### config.mk
export PLATFORM = sky130hd
export DESIGN_NAME = t1_perf_counters
export DESIGN_NICKNAME = d
export VERILOG_FILES = /design/src/rtl/t1pc_pkg.sv /design/src/rtl/t1pc_event_sel.sv /design/src/rtl/t1pc_sat_counter.sv /design/src/rtl/t1pc_tick_ctl.sv /design/src/rtl/t1_perf_counters.sv
export SDC_FILE = /design/constraint.sdc
export NUM_CORES = 1
export LEC_CHECK = 0
export CAP_MARGIN = 0
export CORE_ASPECT_RATIO = 1.1
export CORE_MARGIN = 8
export CORE_UTILIZATION = 45
export CTS_BUF_LIST = sky130_fd_sc_hd__clkbuf_8
export DETAILED_ROUTE_END_ITERATION = 16
export GPL_TIMING_DRIVEN = 0
export PLACE_DENSITY_LB_ADDON = 0.12
export SKIP_LAST_GASP = 1
export SLEW_MARGIN = 20
export SYNTH_ARGS = -nofsm -noshare
export SYNTH_HDL_FRONTEND = slang
export SYNTH_SLANG_ARGS = --single-unit
### constraint.sdc
create_clock -name clk -period 2.65 [get_ports clk]
set_input_delay 0.795 -clock clk [delete_from_list [all_inputs] [get_ports clk]]
set_output_delay 0.795 -clock clk [all_outputs]
set_load 0.02 [all_outputs]
### src/rtl/t1pc_pkg.sv
package t1pc_pkg;
  // Default counter widths
  localparam int unsigned LINE_W_DEF = 16;
  localparam int unsigned PATH_W_DEF = 12;
  localparam int unsigned OOS_W_DEF  = 12;
  // Number of event sources feeding the line counter
  localparam int unsigned LINE_SRCS  = 2;

  typedef enum logic {
    FRM_SF  = 1'b0,
    FRM_ESF = 1'b1
  } frm_mode_e;
endpackage

### src/rtl/t1pc_event_sel.sv
module t1pc_event_sel
  import t1pc_pkg::*;
#(
  parameter int unsigned NSRC  = LINE_SRCS,
  localparam int unsigned LINC_W = $clog2(NSRC + 1)
) (
  input  logic [NSRC-1:0]   line_evt_i,
  input  logic              crc_err_i,
  input  logic              ft_err_i,
  input  frm_mode_e         mode_i,
  input  logic              oos_i,
  input  logic              mf_i,
  output logic [LINC_W-1:0] line_inc_o,
  output logic              path_inc_o,
  output logic              oos_inc_o
);
  logic [LINC_W-1:0] part [NSRC+1];

  // Sum of the line event sources
  assign part[0] = '0;
  for (genvar g = 0; g < NSRC; g++) begin : g_line_sum
    assign part[g+1] = part[g] + LINC_W'(line_evt_i[g]);
  end
  assign line_inc_o = part[NSRC];

  // The framing mode picks the path error source
  always_comb begin
    unique case (mode_i)
      FRM_ESF: path_inc_o = crc_err_i;
      default: path_inc_o = ft_err_i;
    endcase
  end

  assign oos_inc_o = oos_i & mf_i;

  always_comb begin
    AST_LINE_INC_RANGE: assert (line_inc_o <= LINC_W'(NSRC));
  end
endmodule

### src/rtl/t1pc_sat_counter.sv
module t1pc_sat_counter #(
  parameter int unsigned W     = 12,
  parameter int unsigned INC_W = 1
) (
  input  logic             clk,
  input  logic             rst_n,
  input  logic [INC_W-1:0] inc_i,
  input  logic             snap_i,
  output logic [W-1:0]     hold_o
);
  localparam logic [W-1:0] MAX = {W{1'b1}};

  logic [W-1:0] run_q, run_d;
  logic [W-1:0] hold_q;
  logic         hold_en;
  logic [W:0]   sum;

  // Next state of the running counter
  always_comb begin
    sum     = {1'b0, run_q} + (W+1)'(inc_i);
    hold_en = snap_i;
    if (snap_i) begin
      run_d = W'(inc_i);
    end else if (sum > {1'b0, MAX}) begin
      run_d = MAX;
    end else begin
      run_d = sum[W-1:0];
    end
  end

  always_ff @(posedge clk or negedge rst_n) begin
    if (!rst_n) begin
      run_q <= '0;
    end else begin
      run_q <= run_d;
    end
  end

  always_ff @(posedge clk or negedge rst_n) begin
    if (!rst_n) begin
      hold_q <= '0;
    end else if (hold_en) begin
      hold_q <= run_q;
    end
  end

  assign hold_o = hold_q;

  AST_SNAP_COPIES: assert property (@(posedge clk) disable iff (!rst_n)
    snap_i |=> hold_q == $past(run_q));
  AST_SNAP_RESTART: assert property (@(posedge clk) disable iff (!rst_n)
    snap_i |=> run_q == W'($past(inc_i)));
  AST_HOLD_STABLE: assert property (@(posedge clk) disable iff (!rst_n)
    !snap_i |=> $stable(hold_q));
  AST_NO_OVERFLOW: assert property (@(posedge clk) disable iff (!rst_n)
    (!snap_i && run_q == MAX) |=> run_q == MAX);
  AST_NO_DECREASE: assert property (@(posedge clk) disable iff (!rst_n)
    !snap_i |=> run_q >= $past(run_q));
  AST_IDLE_KEEPS: assert property (@(posedge clk) disable iff (!rst_n)
    (!snap_i && inc_i == '0) |=> $stable(run_q));
endmodule

### src/rtl/t1pc_tick_ctl.sv
module t1pc_tick_ctl (
  input  logic clk,
  input  logic rst_n,
  input  logic tick_i,
  output logic snap_o,
  output logic upd_o
);
  logic upd_q, upd_d;

  assign snap_o = tick_i;

  always_comb begin
    upd_d = tick_i;
  end

  always_ff @(posedge clk or negedge rst_n) begin
    if (!rst_n) begin
      upd_q <= 1'b0;
    end else begin
      upd_q <= upd_d;
    end
  end

  assign upd_o = upd_q;

  AST_UPD_FOLLOWS_TICK: assert property (@(posedge clk) disable iff (!rst_n)
    tick_i |=> upd_q);
  AST_UPD_ONE_CYCLE: assert property (@(posedge clk) disable iff (!rst_n)
    (upd_q && !tick_i) |=> !upd_q);
endmodule

### src/rtl/t1_perf_counters.sv
module t1_perf_counters
  import t1pc_pkg::*;
#(
  parameter int unsigned LINE_W = LINE_W_DEF,
  parameter int unsigned PATH_W = PATH_W_DEF,
  parameter int unsigned OOS_W  = OOS_W_DEF
) (
  input  logic              clk,
  input  logic              rst_n,
  input  logic              bpv_stb_i,
  input  logic              exz_stb_i,
  input  logic              crc_err_stb_i,
  input  logic              ft_err_stb_i,
  input  logic              esf_mode_i,
  input  logic              oos_i,
  input  logic              mf_stb_i,
  input  logic              sec_tick_i,
  output logic [LINE_W-1:0] line_cnt_o,
  output logic [PATH_W-1:0] path_cnt_o,
  output logic [OOS_W-1:0]  oos_cnt_o,
  output logic              upd_o
);
  localparam int unsigned LINC_W = $clog2(LINE_SRCS + 1);

  logic [LINC_W-1:0] line_inc;
  logic              path_inc;
  logic              oos_inc;
  logic              snap;
  frm_mode_e         mode;

  assign mode = esf_mode_i ? FRM_ESF : FRM_SF;

  t1pc_event_sel #(.NSRC(LINE_SRCS)) u_sel (
    .line_evt_i ({exz_stb_i, bpv_stb_i}),
    .crc_err_i  (crc_err_stb_i),
    .ft_err_i   (ft_err_stb_i),
    .mode_i     (mode),
    .oos_i      (oos_i),
    .mf_i       (mf_stb_i),
    .line_inc_o (line_inc),
    .path_inc_o (path_inc),
    .oos_inc_o  (oos_inc)
  );

  t1pc_tick_ctl u_tick (
    .clk    (clk),
    .rst_n  (rst_n),
    .tick_i (sec_tick_i),
    .snap_o (snap),
    .upd_o  (upd_o)
  );

  t1pc_sat_counter #(.W(LINE_W), .INC_W(LINC_W)) u_line (
    .clk    (clk),
    .rst_n  (rst_n),
    .inc_i  (line_inc),
    .snap_i (snap),
    .hold_o (line_cnt_o)
  );

  t1pc_sat_counter #(.W(PATH_W), .INC_W(1)) u_path (
    .clk    (clk),
    .rst_n  (rst_n),
    .inc_i  (path_inc),
    .snap_i (snap),
    .hold_o (path_cnt_o)
  );

  t1pc_sat_counter #(.W(OOS_W), .INC_W(1)) u_oos (
    .clk    (clk),
    .rst_n  (rst_n),
    .inc_i  (oos_inc),
    .snap_i (snap),
    .hold_o (oos_cnt_o)
  );

  AST_OUTS_STILL: assert property (@(posedge clk) disable iff (!rst_n)
    !sec_tick_i |=> ($stable(line_cnt_o) && $stable(path_cnt_o) && $stable(oos_cnt_o)));
  AST_ESF_SKIPS_FT: assert property (@(posedge clk) disable iff (!rst_n)
    (esf_mode_i && !crc_err_stb_i) |-> !path_inc);
  AST_SF_SKIPS_CRC: assert property (@(posedge clk) disable iff (!rst_n)
    (!esf_mode_i && !ft_err_stb_i) |-> !path_inc);
endmodule

# == Word level (Yosys, flattened, before mapping) ==
# Index checks and enable logic that the tools add are counted.
# classes
addsub,4
n_lt_le_gt_ge,3
muxes,8
bitwise,1
# ops
op,n
$mux W12,4
$mux W16,2
$add A12 B1 Y13,2
$gt A13 B12 Y1 const B,2
$add A16 B2 Y17,1
$gt A17 B16 Y1 const B,1
$add A1 B1 Y2,1
$mux W1,2
$and A1 B1 Y1,1
# word_totals
regBits,81
in_bits,10
output_inout_bits,41
word_cells,23

# == Depth between registers and ports, before layout ==
# depth
depth_word,6
mapped_depth,8

# == Modules after synthesis ==
# Synthesis repeated with hierarchy kept, for this count alone.
# unflattened
cells_unflattened,308
hier_area_um2,3759.9
# by_module_without_submodules
mod,instances,cells_each,area_each_um2,seq_area_each_um2
t1pc_sat_counter (u_oos ...),2,91,1104.8,600.6
t1pc_sat_counter (u_line),1,121,1483.9,800.8
t1pc_event_sel,1,3,33.8,0.0
t1pc_tick_ctl,1,2,32.5,25.0

# == Worst setup path before layout ==
# Ideal clock, no wire load.
# synth_path
kind,input to register
from,in bpv_stb_i
to,reg u_line.run_q[6]
setup_ps,80
arrival_ps,2374
path_slack_ps,196
path_stages,7
path_buffers,0
path_cell_list,ha_1 ha_1 fa_1 nand4_1 nor2_2 or2_2 a21oi_1
# synth_via
elab_chain_cells,5
# synth_rtl
item,line_no,source
start: declaration,t1_perf_counters.sv:10,"input logic bpv_stb_i,"
$add A1 B1 Y2 (*),t1pc_event_sel.sv:22,assign part[g+1] = part[g] + LINC_W'(line_evt_i[g]);
$add A16 B2 Y17 (*),t1pc_sat_counter.sv:20,"sum = {1'b0, run_q} + (W+1)'(inc_i);"
$gt A17 B16 Y1,t1pc_sat_counter.sv:24,"end else if (sum > {1'b0, MAX}) begin"
$mux W16 (*),t1pc_sat_counter.sv:24,
$mux W16 (*),t1pc_sat_counter.sv:22,if (snap_i) begin
via u_line.run_d[6],t1pc_sat_counter.sv:13,"logic [W-1:0] run_q, run_d;"
end signal: assignment,t1pc_sat_counter.sv:35,run_q <= run_d;
end: declaration,t1pc_sat_counter.sv:13,
# The timed path passes the listed nets; every way through them passes the cells marked *.
# A chain may end at the register's enable or synchronous reset.

# == Worst setup path in the final report ==
# layout_path
from,in esf_mode_i
to,reg u_path.run_q[1]
# layout_via
elab_chain_cells,6
# layout_rtl
item,line_no,source
start: declaration,t1_perf_counters.sv:14,"input logic esf_mode_i,"
$mux W1 (*),t1_perf_counters.sv:31,assign mode = esf_mode_i ? FRM_ESF : FRM_SF;
$mux W1 (*),t1pc_event_sel.sv:28,unique case (mode_i)
$add A12 B1 Y13 (*),t1pc_sat_counter.sv:20,
$gt A13 B12 Y1,t1pc_sat_counter.sv:24,
$mux W12 (*),t1pc_sat_counter.sv:24,
$mux W12 (*),t1pc_sat_counter.sv:22,
via u_path.run_d[1],t1pc_sat_counter.sv:13,
end signal: assignment,t1pc_sat_counter.sv:35,
end: declaration,t1pc_sat_counter.sv:13,
# Marks and branches as above.

==> impl_metrics.tcl <==
set metrics [dict create \
    outcome "completed" \
    num_vias 2528 \
    path_cells "clkdlybuf4s50_1, mux2_2, ha_1, ha_1, nand2_2, or3_4, buf_6, a21oi_2" \
    clk_path_buf_depth 2 \
    gr-usage-met1_pct 18.5 \
    rows 34 \
    slowest_stage "clkdlybuf4s50_1" \
    power_leakage_nw 2.03 \
    fin_crit_ns 2.45 \
    final_cells 473 \
    cp_common_cell "ha_1" \
    grt.busiest_layer "met2" \
    cp-end-kind "flop" \
    startpoint_type "primary input" \
    grt_pass1_wl_um 12500 \
    clk_latency_ns 0.35 \
    die_area_um2 11100 \
    path_class "in -> reg" \
    skew_ns 0.00567 \
    coreArea_um2 7830 \
    grt_setup_unrepaired "false" \
    grt_pass1_vias 2550 \
    cts_max_level 3 \
    use_met2_pct 22.2 \
    max_slew_margin_pct 57.5 \
    most-common-layout-cells "dfrtp_1 (81), clkdlybuf4s50_1 (47), mux2_2 (41)" \
    timing.fmax_mhz 407 \
    overflow 0 \
    cp_max_fo 7 \
    root_buffer "clkbuf_8" \
    worstPathRequired_ns 2.93 \
    drtAntennaViolNets 0 \
    hold_class "in -> async" \
    synth.distinct_cells 42 \
    drv_slew 0 \
    ctsHoldBuffers 0 \
    clock-sinks 81 \
    synthArstFlopShare_pct 100 \
    grt_usage_pct 14.5 \
    drive_gt1_share_pct 26.6 \
    use_met3_pct 3.55 \
    die_h_um 110 \
    synth_area_um2 3600 \
    numPortBuffers 50 \
    routabilityCongestion 0.763 \
    place_ws_ns -0.531 \
    synth_warnings 0 \
    worst_ep_arrival_time_ns 2.73 \
    hold_viol_final 0 \
    ys_ff_latch 81 \
    synth_nets 311 \
    dr.pass1.iters 4 \
    clk_pin_slew_ns 0.08 \
    cts_tree "done" \
    syn_to_final_growth_pct 28.4 \
    numCtsBuffers 9 \
    drt_iter0_markers 66 \
    tightest_slew_ns 0.632 \
    initial_core_util_pct 46.0 \
    dp_cells 452 \
    path_delay_family "buffers and inverters" \
    setup_viol 0 \
    drv_cap 0 \
    synth_area_leaders "dfrtp_1 (56%), mux2_2 (13%), a21oi_1 (2.9%), ha_1 (2.4%), xnor2_1 (2.2%)" \
    grt_max_degree 58 \
    finalCritPeriodShare_pct 92.6 \
    slowest_delay_ns 0.41 \
    wl_per_cell_um 16.3 \
    final_common_cell "dfrtp_1" \
    ys_seq_area_share_pct 56.3 \
    netlist.top_cell.by_area "dfrtp_1" \
    synthFlopType "dfrtp_1" \
    vias_per_cell 5.34 \
    synthCells 293 \
    fillers 683 \
    vdd_drop_max_uv 266 \
    nNetsFinal 380 \
    n_antenna_cell 0 \
    ios 51 \
    synth_edf_count 0 \
    powerDensity_nw_per_um2 556 \
    synth_top_area_share_pct 56.3 \
    hpwl_um 5140 \
    fin_ws_ns 0.196 \
    dieWidth_um 101 \
    wirelength_um 7710 \
    synth_area_per_cell_um2 12.3 \
    grt_antenna_before_repair 0 \
    drc 0 \
    critPathBufInv 2 \
]
-- path summary, 6_finish.rpt --
check,start,end,slack (ns),cells past startpoint
max,esf_mode_i,u_path.run_q[1],0.20,8
min,rst_n,u_line.run_q[0],0.35,1
min in group clk,u_line.hold_o[7],u_line.hold_o[7],0.50,1
max in group asynchronous,rst_n,u_oos.run_q[8],1.72,2
max reg2reg,u_line.run_q[1],u_line.run_q[11],0.63,5
min reg2reg,u_line.hold_o[7],u_line.hold_o[7],0.50,1
-- Yosys cell counts, drive strengths merged (2+ instances only) --
master,instances
dfrtp,81
mux2,41
a21oi,28
nor2,14
nand3,11
a31oi,10
nand2,10
nand4,9
nor3,9
xnor2,9
buf,8
ha,7
inv,7
xor2,7
a211oi,5
nor4,5
o21ai,4
a2bb2oi,3
and2,3
and3,3
and4,3
a31o,2
clkbuf,2
nor2b,2
o211a,2
or2,2
-- stage by stage --
stage / utilization, % / total power [mW] / hold slack [ns] / cell area, um2 / TNS, ns
3_3_place_gp: 54.1 / 1.59 / 0.489 / 4240 / -180.44
2_1_floorplan: - / 1.47 / 0.465 / 3600 / 0
6_report: 59.1 / 2.57 / 0.351 / 4620 / 0
5_1_grt: 59.1 / 2.68 / 0.368 / 4620 / 0
3_5_place_dp: 54.4 / 1.60 / 0.494 / 4260 / -8.92
4_1_cts: 57.8 / 2.59 / 0.351 / 4520 / -0.0409
-- cell type report --
| cell class | count | area, um2 | share of cell area, % |
|---|---|---|---|
| sequential | 81 | 2030 | 43.8 |
| inverter | 7 | 26.3 | 0.568 |
| clock buffer | 11 | 151 | 3.27 |
| multi-input combinational | 195 | 1580 | 34.1 |
| buffer | 10 | 55.1 | 1.19 |
| timing repair buffer | 58 | 587 | 12.7 |
| clock inverter | 3 | 65.1 | 1.41 |
| tap | 108 | 135 | 2.92 |
-- state kept, by name, indices dropped and copies added, names as in the netlist --
signal,count
u_path.hold_o,12
u_line.run_q,16
u_line.hold_o,16
u_path.run_q,12
u_oos.run_q,12
u_tick.upd_o,1
u_oos.hold_o,12
-- where the power goes --
part	switching (mW)	internal, mW	leakage (nW)	total (mW)
combinational	0.143	0.134	0.816	0.277
sequential	0.0353	1.28	1.11	1.31
clock	0.410	0.570	0.111	0.980
-- routing by layer --
| layer | vias to the layer above | share of wire, % |
|---|---|---|
| met5 | - | 0 |
| met4 | 0 | 1.8 |
| met3 | 13 | 5.1 |
| met2 | 51 | 47 |
| met1 | 1257 | 46 |
| li1 | 1207 | - |
-- cells by family after synthesis --
group           Yosys count  synth area share [%]
simple gates             74                  11.6
xor+xnor                 16                  3.89
fa+ha+maj                 8                  2.99
flops                    81                  56.3
buf+inv                  17                  2.26
mux                      41                  12.8
compound gates           56                  10.2
-- worst register-to-register path, cell delays in order (launching register included) --
cell and delay (ns):
dfrtp_1 0.42, ha_1 0.29, a21oi_1 0.14, nor4_1 0.61
o21ai_0 0.29, a31oi_4 0.19
-- what timing repair did --
item,4_1_cts,5_1_grt
pin swaps,2,5
endpoints found under the hold margin,0,0
resized for setup,5,12
endpoints found under the setup margin,12,15
gates cloned,0,1
setup buffers,3,3
Note: power is estimated with default switching activity, not from simulation.
